==> src/rtl/bac_pkg.sv <==
`timescale 1ns/1ps
// Package for the burst address counter.
// Holds the burst order encoding shared by the top and the sequence mapper.
package bac_pkg;
    typedef enum logic {
        ORDER_LINEAR      = 1'b0,
        ORDER_INTERLEAVED = 1'b1
    } burst_order_e;
endpackage

==> src/rtl/bac_addr_reg.sv <==
`timescale 1ns/1ps
// Start address register.
// Captures the full external address on a load. The upper part is kept as
// the fixed burst base; the low part is kept as the start offset.
// Assumes: reset is synchronous, active low, and ADDR_W > BEAT_W.
module bac_addr_reg #(
    parameter int unsigned ADDR_W = 15,
    parameter int unsigned BEAT_W = 2,
    localparam int unsigned HI_W  = ADDR_W - BEAT_W
) (
    input  logic              clk,
    input  logic              rst_n,
    input  logic              load,
    input  logic [ADDR_W-1:0] ext_addr,
    output logic [HI_W-1:0]   base_hi,
    output logic [BEAT_W-1:0] start_lo
);
    // Capture the base and the start offset on a load; clear them on reset.
    always_ff @(posedge clk) begin
        if (!rst_n) begin
            base_hi  <= '0;
            start_lo <= '0;
        end else if (load) begin
            base_hi  <= ext_addr[ADDR_W-1:BEAT_W];
            start_lo <= ext_addr[BEAT_W-1:0];
        end
    end

    AST_LOAD_CAPTURE: assert property (@(posedge clk) disable iff (!rst_n)
        load |=> ({base_hi, start_lo} == $past(ext_addr)));
    AST_BASE_KEEP: assert property (@(posedge clk) disable iff (!rst_n)
        !load |=> $stable(base_hi));
endmodule

==> src/rtl/bac_beat_ctr.sv <==
`timescale 1ns/1ps
// Beat counter.
// Counts advances since the last load, modulo 2**BEAT_W. A load clears the
// count and takes priority over an advance. With no advance, the count holds.
// Assumes: reset is synchronous, active low.
module bac_beat_ctr #(
    parameter int unsigned BEAT_W = 2
) (
    input  logic              clk,
    input  logic              rst_n,
    input  logic              load,
    input  logic              adv_n,
    output logic [BEAT_W-1:0] beat
);
    localparam logic [BEAT_W-1:0] ONE = BEAT_W'(1);

    // Clear on reset or load; step on an advance; otherwise hold.
    always_ff @(posedge clk) begin
        if (!rst_n) begin
            beat <= '0;
        end else if (load) begin
            beat <= '0;
        end else if (!adv_n) begin
            beat <= beat + ONE;
        end
    end

    AST_BEAT_STEP: assert property (@(posedge clk) disable iff (!rst_n)
        (!load && !adv_n) |=> (beat == $past(beat) + ONE));
    AST_BEAT_HOLD: assert property (@(posedge clk) disable iff (!rst_n)
        (!load && adv_n) |=> $stable(beat));
    AST_LOAD_WINS: assert property (@(posedge clk) disable iff (!rst_n)
        (load && !adv_n) |=> (beat == '0));
endmodule

==> src/rtl/bac_seq_map.sv <==
`timescale 1ns/1ps
// Sequence mapper.
// Turns the start offset and the beat count into the low address bits, in
// either interleaved (XOR) or linear (add, wrap inside the aligned group) order.
// Assumes: order is static for the duration of a burst. This module is purely
// combinational.
module bac_seq_map
    import bac_pkg::*;
#(
    parameter int unsigned BEAT_W = 2
) (
    input  logic [BEAT_W-1:0] start_lo,
    input  logic [BEAT_W-1:0] beat,
    input  burst_order_e      order,
    output logic [BEAT_W-1:0] addr_lo
);
    logic [BEAT_W-1:0] ilv_lo;
    logic [BEAT_W-1:0] lin_lo;

    // Interleaved order: flip each start bit where the beat bit is set.
    for (genvar i = 0; i < BEAT_W; i++) begin : g_ilv_bit
        assign ilv_lo[i] = start_lo[i] ^ beat[i];
    end

    // Linear order: the sum drops its carry, so the result wraps in the group.
    assign lin_lo = start_lo + beat;

    // Select the order given by the mode.
    always_comb begin
        addr_lo = (order == ORDER_INTERLEAVED) ? ilv_lo : lin_lo;
    end
endmodule

==> src/rtl/burst_addr_counter.sv <==
`timescale 1ns/1ps
// Burst address counter (top).
// Loads an external start address, then steps the low BEAT_W bits through an
// interleaved or a linear order while the upper bits stay fixed. A load beats
// an advance; a high adv_n holds the current address.
// Assumes: ilv_mode is static; reset is synchronous, active low.
module burst_addr_counter
    import bac_pkg::*;
#(
    parameter int unsigned ADDR_W = 15,
    parameter int unsigned BEAT_W = 2
) (
    input  logic              clk,
    input  logic              rst_n,
    input  logic              start_req,
    input  logic              adv_n,
    input  logic              ilv_mode,
    input  logic [ADDR_W-1:0] ext_addr,
    output logic [ADDR_W-1:0] acc_addr,
    output logic [BEAT_W-1:0] beat_idx
);
    localparam int unsigned HI_W = ADDR_W - BEAT_W;

    logic [HI_W-1:0]   base_hi;
    logic [BEAT_W-1:0] start_lo;
    logic [BEAT_W-1:0] addr_lo;
    burst_order_e      order;

    // Decode the mode pin into the order encoding.
    always_comb begin
        order = burst_order_e'(ilv_mode);
    end

    bac_addr_reg #(.ADDR_W(ADDR_W), .BEAT_W(BEAT_W)) u_addr (
        .clk      (clk),
        .rst_n    (rst_n),
        .load     (start_req),
        .ext_addr (ext_addr),
        .base_hi  (base_hi),
        .start_lo (start_lo)
    );

    bac_beat_ctr #(.BEAT_W(BEAT_W)) u_beat (
        .clk   (clk),
        .rst_n (rst_n),
        .load  (start_req),
        .adv_n (adv_n),
        .beat  (beat_idx)
    );

    bac_seq_map #(.BEAT_W(BEAT_W)) u_map (
        .start_lo (start_lo),
        .beat     (beat_idx),
        .order    (order),
        .addr_lo  (addr_lo)
    );

    // Join the fixed base and the stepped low bits.
    always_comb begin
        acc_addr = {base_hi, addr_lo};
    end

    AST_WAIT_HOLD: assert property (@(posedge clk) disable iff (!rst_n)
        (!start_req && adv_n && $stable(ilv_mode)) |=> $stable(acc_addr));
    AST_LOAD_FIRST: assert property (@(posedge clk) disable iff (!rst_n)
        start_req |=> (acc_addr == $past(ext_addr)));
endmodule

==> config.mk <==
export PLATFORM = sky130hd
export DESIGN_NAME = burst_addr_counter
export DESIGN_NICKNAME = d
export VERILOG_FILES = /design/src/rtl/bac_pkg.sv /design/src/rtl/bac_addr_reg.sv /design/src/rtl/bac_beat_ctr.sv /design/src/rtl/bac_seq_map.sv /design/src/rtl/burst_addr_counter.sv
export SDC_FILE = /design/constraint.sdc
export NUM_CORES = 1
export LEC_CHECK = 0
export CAP_MARGIN = 20
export CELL_PAD_IN_SITES_DETAIL_PLACEMENT = 1
export CELL_PAD_IN_SITES_GLOBAL_PLACEMENT = 1
export CORE_MARGIN = 1.5
export CORE_UTILIZATION = 25
export CTS_BUF_LIST = sky130_fd_sc_hd__clkbuf_16
export CTS_CLUSTER_DIAMETER = 50
export DETAILED_ROUTE_END_ITERATION = 16
export GPL_TIMING_DRIVEN = 0
export PLACE_DENSITY = 0.83
export SETUP_SLACK_MARGIN = 0.2
export SLEW_MARGIN = 20
export SYNTH_ARGS = -nofsm -noshare
export SYNTH_HDL_FRONTEND = slang
export SYNTH_HIERARCHICAL = 1
export SYNTH_SLANG_ARGS = --single-unit
==> constraint.sdc <==
create_clock -name clk -period 0.9 [get_ports clk]
set_input_delay 0.225 -clock clk [delete_from_list [all_inputs] [get_ports clk]]
set_output_delay 0.225 -clock clk [all_outputs]
set_load 0.02 [all_outputs]
Word level (Yosys, flattened, before mapping)
Cells that the tools add are included.
{ "word_totals": {"register_bits": 17, "out_inout_bits": 17, "elab_cells": 10, "inputBits": 20} }
{ "classes": {"n_reduce_logical": 1, "bitwise_logic": 3, "addsub": 2, "mux": 1} }
{ "op_table": {"columns": ["op", "n"], "rows": [
  ["adder 2 x 1 -> 2 bit, second input constant", 1],
  ["adder 2 bit", 1],
  ["two-way mux 2 bit", 1],
  ["OR reduction 2 bit", 1],
  ["bitwise XOR 1 bit", 2],
  ["NOT 1 bit", 1]
]} }

Depth between registers and ports, before layout
Gate-level depths: netlist of run 1.
{ "depth": {"depth_word": 2, "ltp_mapped": 4, "depth_no_buf": 3} }

Modules after synthesis
The synthesis of run 1 kept the hierarchy.
{ "by_module_without_submodules": {"columns": ["module", "seq_area_each_um2", "instances", "cells_per_inst", "area_per_inst_um2"], "rows": [
  ["bac_addr_reg", 300.3, 1, 48, 579.3],
  ["bac_beat_ctr", 40.0, 1, 8, 86.3],
  ["bac_seq_map", 0.0, 1, 4, 36.3]
]} }

Worst setup path before layout of run 1
No wires, ideal clock.
{ "synth_timing": {"path_kind": "flip-flop to output port", "startpoint": "reg u_beat.beat[0]", "endpoint": "out acc_addr[1]", "t_required_ps": 675, "n_path_buf": 0, "path_slack_ps": -397, "stages_incl_launch_ff": 4, "arrival_time_ps": 1072, "cell_sequence": "dfxtp_1 > ha_1 > nor2b_1 > xnor2_1"} }
{ "synth_via": {"elab_chain_len": 2} }
{ "synth_rtl": {"columns": ["element", "line", "rtl"], "rows": [
  ["start, declared", "bac_beat_ctr.sv:13", "output logic [BEAT_W-1:0] beat"],
  ["start signal, assigned", "bac_beat_ctr.sv:24", "beat <= beat + ONE;"],
  ["adder 2 bit", "bac_seq_map.sv:26", "assign lin_lo = start_lo + beat;"],
  ["two-way mux 2 bit", "bac_seq_map.sv:30", "addr_lo = (order == ORDER_INTERLEAVED) ? ilv_lo : lin_lo;"],
  ["end, declared", "burst_addr_counter.sv:19", "output logic [ADDR_W-1:0] acc_addr,"]
]} }
No other way between the ends.

Worst setup path in the final report of run 1
Same ends and word-level chain as after synthesis.

==> run_results.csv, run 1 <==
group,metric,value,unit
routing,firstDrtPassIters,2,
min_path,hold_class,"input port to flip-flop",
critical_path,cp.arrival,1.17,ns
cts,path_clk_slew,0.05,ns
timing,rsz0062_at_grt,"true",
layout,drive_above_1_share,52.3,%
timing,finalHoldViolations,0,
place,io_buffers,36,
routing,vias,597,
critical_path,endpoint,"acc_addr[1]",
global_routing,first_global_vias,646,
synth,synth_seq_cells,17,
power,irDropWorstVdd,1.58,mV
synth,ys_types,13,
synth,syn_area,702,sq um
floorplanning,core_area,0.00271,sq mm
floorplanning,initial_utilization,25.9,%
critical_path,r2r_start,"u_beat/beat[0]$_SDFFE_PP0N_",
critical_path,cp.required,0.67,ns
synth,yosysTopAreaCellShare,48.5,%
critical_path,cp-startpoint,"u_beat/beat[0]$_SDFFE_PP0N_",
timing,drv_slew,0,
routing,drc,0,
layout,post-route-util,52.1,%
floorplanning,die_h,56.0,um
power,cellLeakagePower,0.675,nW
synth,syn_avg_cell_area,11.7,sq um
critical_path,r2r_slack,-0.03,ns
cts,ctsHtreeMaxLevel,1,
timing,min_period,1.39,ns
routing,routed_wl,1830,um
floorplanning,ioPinCount,37,
cts,cts_tree,"done",
layout,insertedDiodeCount,0,
layout,fillCellCount,273,
cts,clock_latency,0.24,ns
cts,ctsLongestPathBuffers,2,
routing,via_per_inst,4.33,
timing,final-setup-viol-count,18,
power,powerDensity,1530,mW/mm^2
cts,cts_sinks,17,
cts,numCtsBuffers,3,
critical_path,slowest_delay,0.36,ns
synth,yosysSeqAreaShare,48.5,%
floorplanning,fp-row-count,19,
place,placed_cells,127,
job,maxCapViolations,0,
global_routing,grt_max_degree,11,
cts,cts_root_buf,"clkbuf_16",
synth,syn_nets,81,
timing,timing.fmax,0.718,GHz
timing,clock_skew,0.0000584,ns
synth,ys_warn_count,6,
critical_path,ff2ff_path_depth,4,
synth,synth_area_leaders,"dfxtp_1 (48%), mux2i_1 (21%), nor2b_1 (14%)",
synth,syn_inst,60,
timing,setup_ws,-0.492,ns
critical_path,crit_type,"flip-flop to output port",
timing,fin_crit_sh,155,%
timing,tightest_slew,0.272,ns
routing,detail_route.iter0.violations,3,
routing,wl_per_cell,13.2,um
run_status,status,"finished with violations",
floorplanning,die_x,56.0,um
critical_path,cp-start-kind,"flip-flop",
global_routing,antenna_found_initial,0,
routing,ant_nets,0,
timing,finalSetupTns,-1.25,ns
global_routing,grtUsageTotal,12.6,%
place,place_worst_setup_slack,-0.923,ns
global_routing,grt_overflow,0,
floorplanning,die_area,0.00313,sq mm
layout,syn_to_final_growth,101,%
critical_path,crit_fanout,2,
layout,layout.nets,129,
global_routing,grt_pass1_wl,3010,um
critical_path,regToRegEndpoint,"u_beat/beat[1]$_SDFFE_PP0N_",
critical_path,critPathSlowestCell,"dfxtp_4",
place,place_congestion,0.667,
layout,finalNonFillerCells,138,
critical_path,critPathCaptureType,"output port",
timing,slew_headroom,81.8,%
timing,holdWs,0.260,ns
critical_path,path_cells,"ha_4, nor2b_4, xnor2_4, buf_6",
synth,synth_area_leader_cell,"dfxtp_1",
run_status,violations,"negative setup slack",
place,dp_hpwl,1310,um
-- report_power, final --
part	leakage (nW)	switching [mW]	internal [mW]
Clock	0.0423	0.294	0.590
Sequential	0.147	0.0345	0.800
Combinational	0.486	0.166	0.278
-- area by class of cell --
class | count | area [sq um] | area share [%]
multi-input combinational | 40 | 382 | 27.0
clock inverter | 1 | 3.75 | 0.266
buffer | 3 | 53.8 | 3.81
tap | 31 | 38.8 | 2.75
clock buffer | 3 | 75.1 | 5.31
sequential | 17 | 365 | 25.9
timing repair buffer | 43 | 494 | 35.0
-- critical path: cells and delay by family (launching register included) --
kind / cells / cell delay [ns]
buffers and inverters: 1 / 0.13
flip-flops: 1 / 0.36
XOR/XNOR: 1 / 0.13
AND/OR/NAND/NOR: 1 / 0.18
adder cells (fa/ha/maj): 1 / 0.12
-- cells in the final DEF, fill, tap and decap left out --
cell             Yosys  layout
dlygate4sd2_1        0       4
mux2i_1             15      14
nor2_1               1       1
xnor2_1              3       1
nor2b_1             16      15
and2b_2              1       1
buf_8                0       1
xnor2_4              0       1
clkdlybuf4s50_1      0       5
buf_6                1      22
mux2i_2              0       1
dfxtp_2              0      14
dlymetal6s2s_1       0       8
buf_4                0       1
clkbuf_8             0       1
buf_16               0       1
xnor2_2              0       1
clkdlybuf4s15_2      0       1
ha_4                 0       1
nor2b_4              1       2
dfxtp_1             17       1
inv_1                0       1
clkbuf_16            0       3
dfxtp_4              0       2
buf_12               1       2
nor3_2               0       1
nand2b_1             1       1
-- metrics by stage --
| stage | power (mW) | area [sq um] |
|---|---|---|
| global route | 2.26 | 1410 |
| finish | 2.16 | 1410 |
| floorplan | 1.03 | 762 |
| detailed placement | 1.23 | 1160 |
| CTS | 2.18 | 1370 |
| global placement | 1.22 | 1160 |
-- logic make-up (layout without fill, tap and decap cells) --
kind of cell               Yosys count  after routing  share of synthesized area (%)
adders and majority gates            1              1                           1.78
xor gates and xnor gates             3              3                           3.74
buffers and inverters                3             50                           4.99
muxes                               15             15                           21.4
DFF                                 17             17                           48.5
and+or+nand+nor                     21             21                           19.6
-- worst min path at each step --
| stage | start | to | slack (ns) | depth (start not counted) |
|---|---|---|---|---|
| after floorplan | rst_n | u_addr/base_hi[0]$_SDFFE_PN0P_ | 0.35 | 1 |
| after global placement | u_addr/base_hi[3]$_SDFFE_PN0P_ | u_addr/base_hi[3]$_SDFFE_PN0P_ | 0.50 | 2 |
| after detailed placement | u_addr/base_hi[8]$_SDFFE_PN0P_ | u_addr/base_hi[8]$_SDFFE_PN0P_ | 0.51 | 2 |
| after CTS | start_req | u_beat/beat[0]$_SDFFE_PP0N_ | 0.32 | 3 |
| after global routing | ext_addr[10] | u_addr/base_hi[8]$_SDFFE_PN0P_ | 0.29 | 3 |
| final | ext_addr[2] | u_addr/base_hi[0]$_SDFFE_PN0P_ | 0.26 | 3 |
-- state kept, by name (all words and copies together), names as in the netlist --
register / count
u_addr/start_lo: 2
u_addr/base_hi: 13
u_beat/beat: 2
-- cells in the mapped netlist --
cell type	count
and2b_2	1
xnor2_1	3
nor2b_4	1
nand2b_1	1
mux2i_1	15
ha_1	1
nor2_1	1
dfxtp_1	17
nor3_1	1
nor2b_1	16
clkbuf_1	1
buf_12	1
buf_6	1
-- timing repair --
action,in CTS,in global routing
pin swaps,2,0
resized for setup,138,12
endpoints found under the setup margin,34,31
hold endpoints to repair,0,0
hold buffers,0,0
setup buffers,5,1
gates cloned,1,0
-- per-layer routing --
layer / track usage, % / vias to the layer above / part of all wire (%)
met1: 14.7 / 282 / 39
met4: 6.12 / 0 / 1.5
li1: - / 295 / -
met3: 1.40 / 2 / 3.5
met2: 22.7 / 18 / 56
met5: 0 / - / 0
No activity file was read; power rests on OpenSTA's default activity.
==> inputs of run 2 (changes only) <==
--- a/config.mk
+++ b/config.mk
@@ -5,6 +5,7 @@
 export SDC_FILE = /design/constraint.sdc
 export NUM_CORES = 1
 export LEC_CHECK = 0
+export ABC_CLOCK_PERIOD_IN_PS = 900
 export CAP_MARGIN = 20
 export CELL_PAD_IN_SITES_DETAIL_PLACEMENT = 1
 export CELL_PAD_IN_SITES_GLOBAL_PLACEMENT = 1
==> results of run 2 <==
Same layout as run 1: the final DEF is identical, and so are final timing and power.
==> inputs of run 3 (changes only) <==
--- a/config.mk
+++ b/config.mk
@@ -16,7 +16,7 @@
 export DETAILED_ROUTE_END_ITERATION = 16
 export GPL_TIMING_DRIVEN = 0
 export PLACE_DENSITY = 0.83
-export SETUP_SLACK_MARGIN = 0.2
+export SETUP_SLACK_MARGIN = 0.5
 export SLEW_MARGIN = 20
 export SYNTH_ARGS = -nofsm -noshare
 export SYNTH_HDL_FRONTEND = slang
==> run_results.csv, run 3 (same netlist as run 1, synthesis figures left out) <==
group,metric,value,unit
run_status,status,"finished with violations",
run_status,violations,"negative setup slack",
timing,min_period,1.37,ns
global_routing,grt_max_degree,11,
layout,finalInstanceArea,0.00139,sq mm
timing,finalSetupTns,-1.63,ns
floorplanning,initial_utilization,25.9,%
layout,regMostFlops,"u_addr/base_hi",
layout,layout_commonest_cell,"buf_6",
routing,ant_nets,0,
place,place_congestion,0.670,
timing,slew_headroom,81.9,%
routing,vias,587,
cts,path_clk_slew,0.05,ns
layout,largestRegisters,"u_addr/base_hi: 13 flops, u_addr/start_lo: 2 flops, u_beat/beat: 2 flops",
routing,routed_wl,1860,um
routing,detail_route.iter0.violations,2,
layout,seq_area,399,sq um
min_path,hold_depth,3,
critical_path,path_cells,"ha_4, nor2b_4, xnor2_4, buf_6",
place,dp_hpwl,1360,um
critical_path,r2r_slack,-0.11,ns
timing,rsz0062_at_grt,"true",
layout,largest_reg_flops,13,
layout,syn_to_final_growth,98.6,%
critical_path,regToRegEndpoint,"u_beat/beat[1]$_SDFFE_PP0N_",
routing,via_per_inst,4.32,
power,irDropWorstVdd,1.02,mV
floorplanning,ioPinCount,37,
timing,fin_crit_sh,153,%
min_path,hold_class,"input port to flip-flop",
timing,clock_skew,0.000602,ns
job,maxCapViolations,0,
layout,post-route-util,51.4,%
timing,finalHoldViolations,0,
global_routing,grt_pass1_wl,3240,um
critical_path,cp-startpoint,"u_beat/beat[0]$_SDFFE_PP0N_",
place,placed_cells,127,
layout,fillCellCount,291,
critical_path,r2r_start,"u_beat/beat[0]$_SDFFE_PP0N_",
critical_path,cp.arrival,1.15,ns
global_routing,antenna_found_initial,0,
min_path,min_from,"start_req",
routing,wl_per_cell,13.7,um
critical_path,critPathCaptureType,"output port",
layout,insertedDiodeCount,0,
critical_path,crit_type,"flip-flop to output port",
routing,drc,0,
cts,clock_latency,0.24,ns
cts,ctsLongestPathBuffers,2,
floorplanning,die_x,56.0,um
power,power,2.11,mW
routing,firstDrtPassIters,2,
floorplanning,fp-row-count,19,
layout,finalNonFillerCells,136,
place,place_worst_setup_slack,-0.915,ns
cts,cts_sinks,17,
cts,numCtsBuffers,3,
layout,drive_above_1_share,53.3,%
critical_path,cp.required,0.67,ns
floorplanning,die_area,0.00313,sq mm
global_routing,grt_overflow,0,
timing,drv_slew,0,
floorplanning,core_area,0.00271,sq mm
timing,final-setup-viol-count,19,
timing,tightest_slew,0.270,ns
timing,holdWs,0.278,ns
cts,cts_hold_buf,0,
timing,setup_ws,-0.475,ns
cts,cts_root_buf,"clkbuf_16",
place,place_area,0.00121,sq mm
layout,final_cell_mix,"buf_6 (18), dlygate4sd2_1 (15), nor2b_1 (15), dfxtp_4 (15), mux2i_1 (14)",
global_routing,first_global_vias,672,
critical_path,slowest_delay,0.36,ns
critical_path,cp-start-kind,"flip-flop",
place,io_buffers,36,
power,cellLeakagePower,0.608,nW
power,powerDensity,1520,mW/mm^2
cts,cts_tree,"done",
critical_path,ff2ff_path_depth,5,
layout,layout.nets,127,
floorplanning,die_h,56.0,um
timing,timing.fmax,0.727,GHz
critical_path,crit_fanout,2,
layout,multi_input_area,390,sq um
critical_path,critPathSlowestCell,"dfxtp_4",
critical_path,endpoint,"acc_addr[1]",
global_routing,grtUsageTotal,13.9,%
cts,ctsHtreeMaxLevel,1,
[run 3: worst max-delay path: cells and delay by family (launching register included)]
family / cells / cell delay [ns]
AND/OR/NAND/NOR: 1 / 0.17
flip-flops: 1 / 0.36
adder cells (fa/ha/maj): 1 / 0.12
XOR/XNOR: 1 / 0.13
buffers and inverters: 1 / 0.13
[run 3: cell type report]
type / count / share of cell area (%)
clock inverter: 1 / 0.359
tap: 31 / 2.78
timing repair buffer: 41 / 31.0
clock buffer: 3 / 5.39
buffer: 3 / 3.86
multi-input combinational: 40 / 28.0
sequential: 17 / 28.6
[run 3: worst min path at each step]
stage	slack (ns)	to
after global placement	0.50	u_addr/base_hi[11]$_SDFFE_PN0P_
after floorplan	0.35	u_addr/base_hi[0]$_SDFFE_PN0P_
after detailed placement	0.52	u_addr/base_hi[6]$_SDFFE_PN0P_
after global routing	0.31	u_beat/beat[0]$_SDFFE_PP0N_
final	0.28	u_beat/beat[0]$_SDFFE_PP0N_
after CTS	0.29	u_beat/beat[0]$_SDFFE_PP0N_
[run 3: power by group]
group          internal (mW)  switching, mW
sequential             0.780         0.0347
combinational          0.259          0.167
clock                  0.594          0.279
total                   1.63          0.481
[run 3: routing by layer]
layer / part of all wire [%] / global-route usage, % / vias to the layer above
li1: - / - / 288
met1: 38 / 15.4 / 279
met2: 55 / 24.5 / 18
met3: 4.8 / 2.79 / 2
met4: 2.1 / 8.16 / 0
met5: 0 / 0 / -
[run 3: what timing repair did]
action / in CTS / in global routing
buffers inserted: 2 / 1
setup endpoints to repair: 34 / 34
pin swaps: 2 / 0
gates cloned: 2 / 0
gates resized for setup: 135 / 5
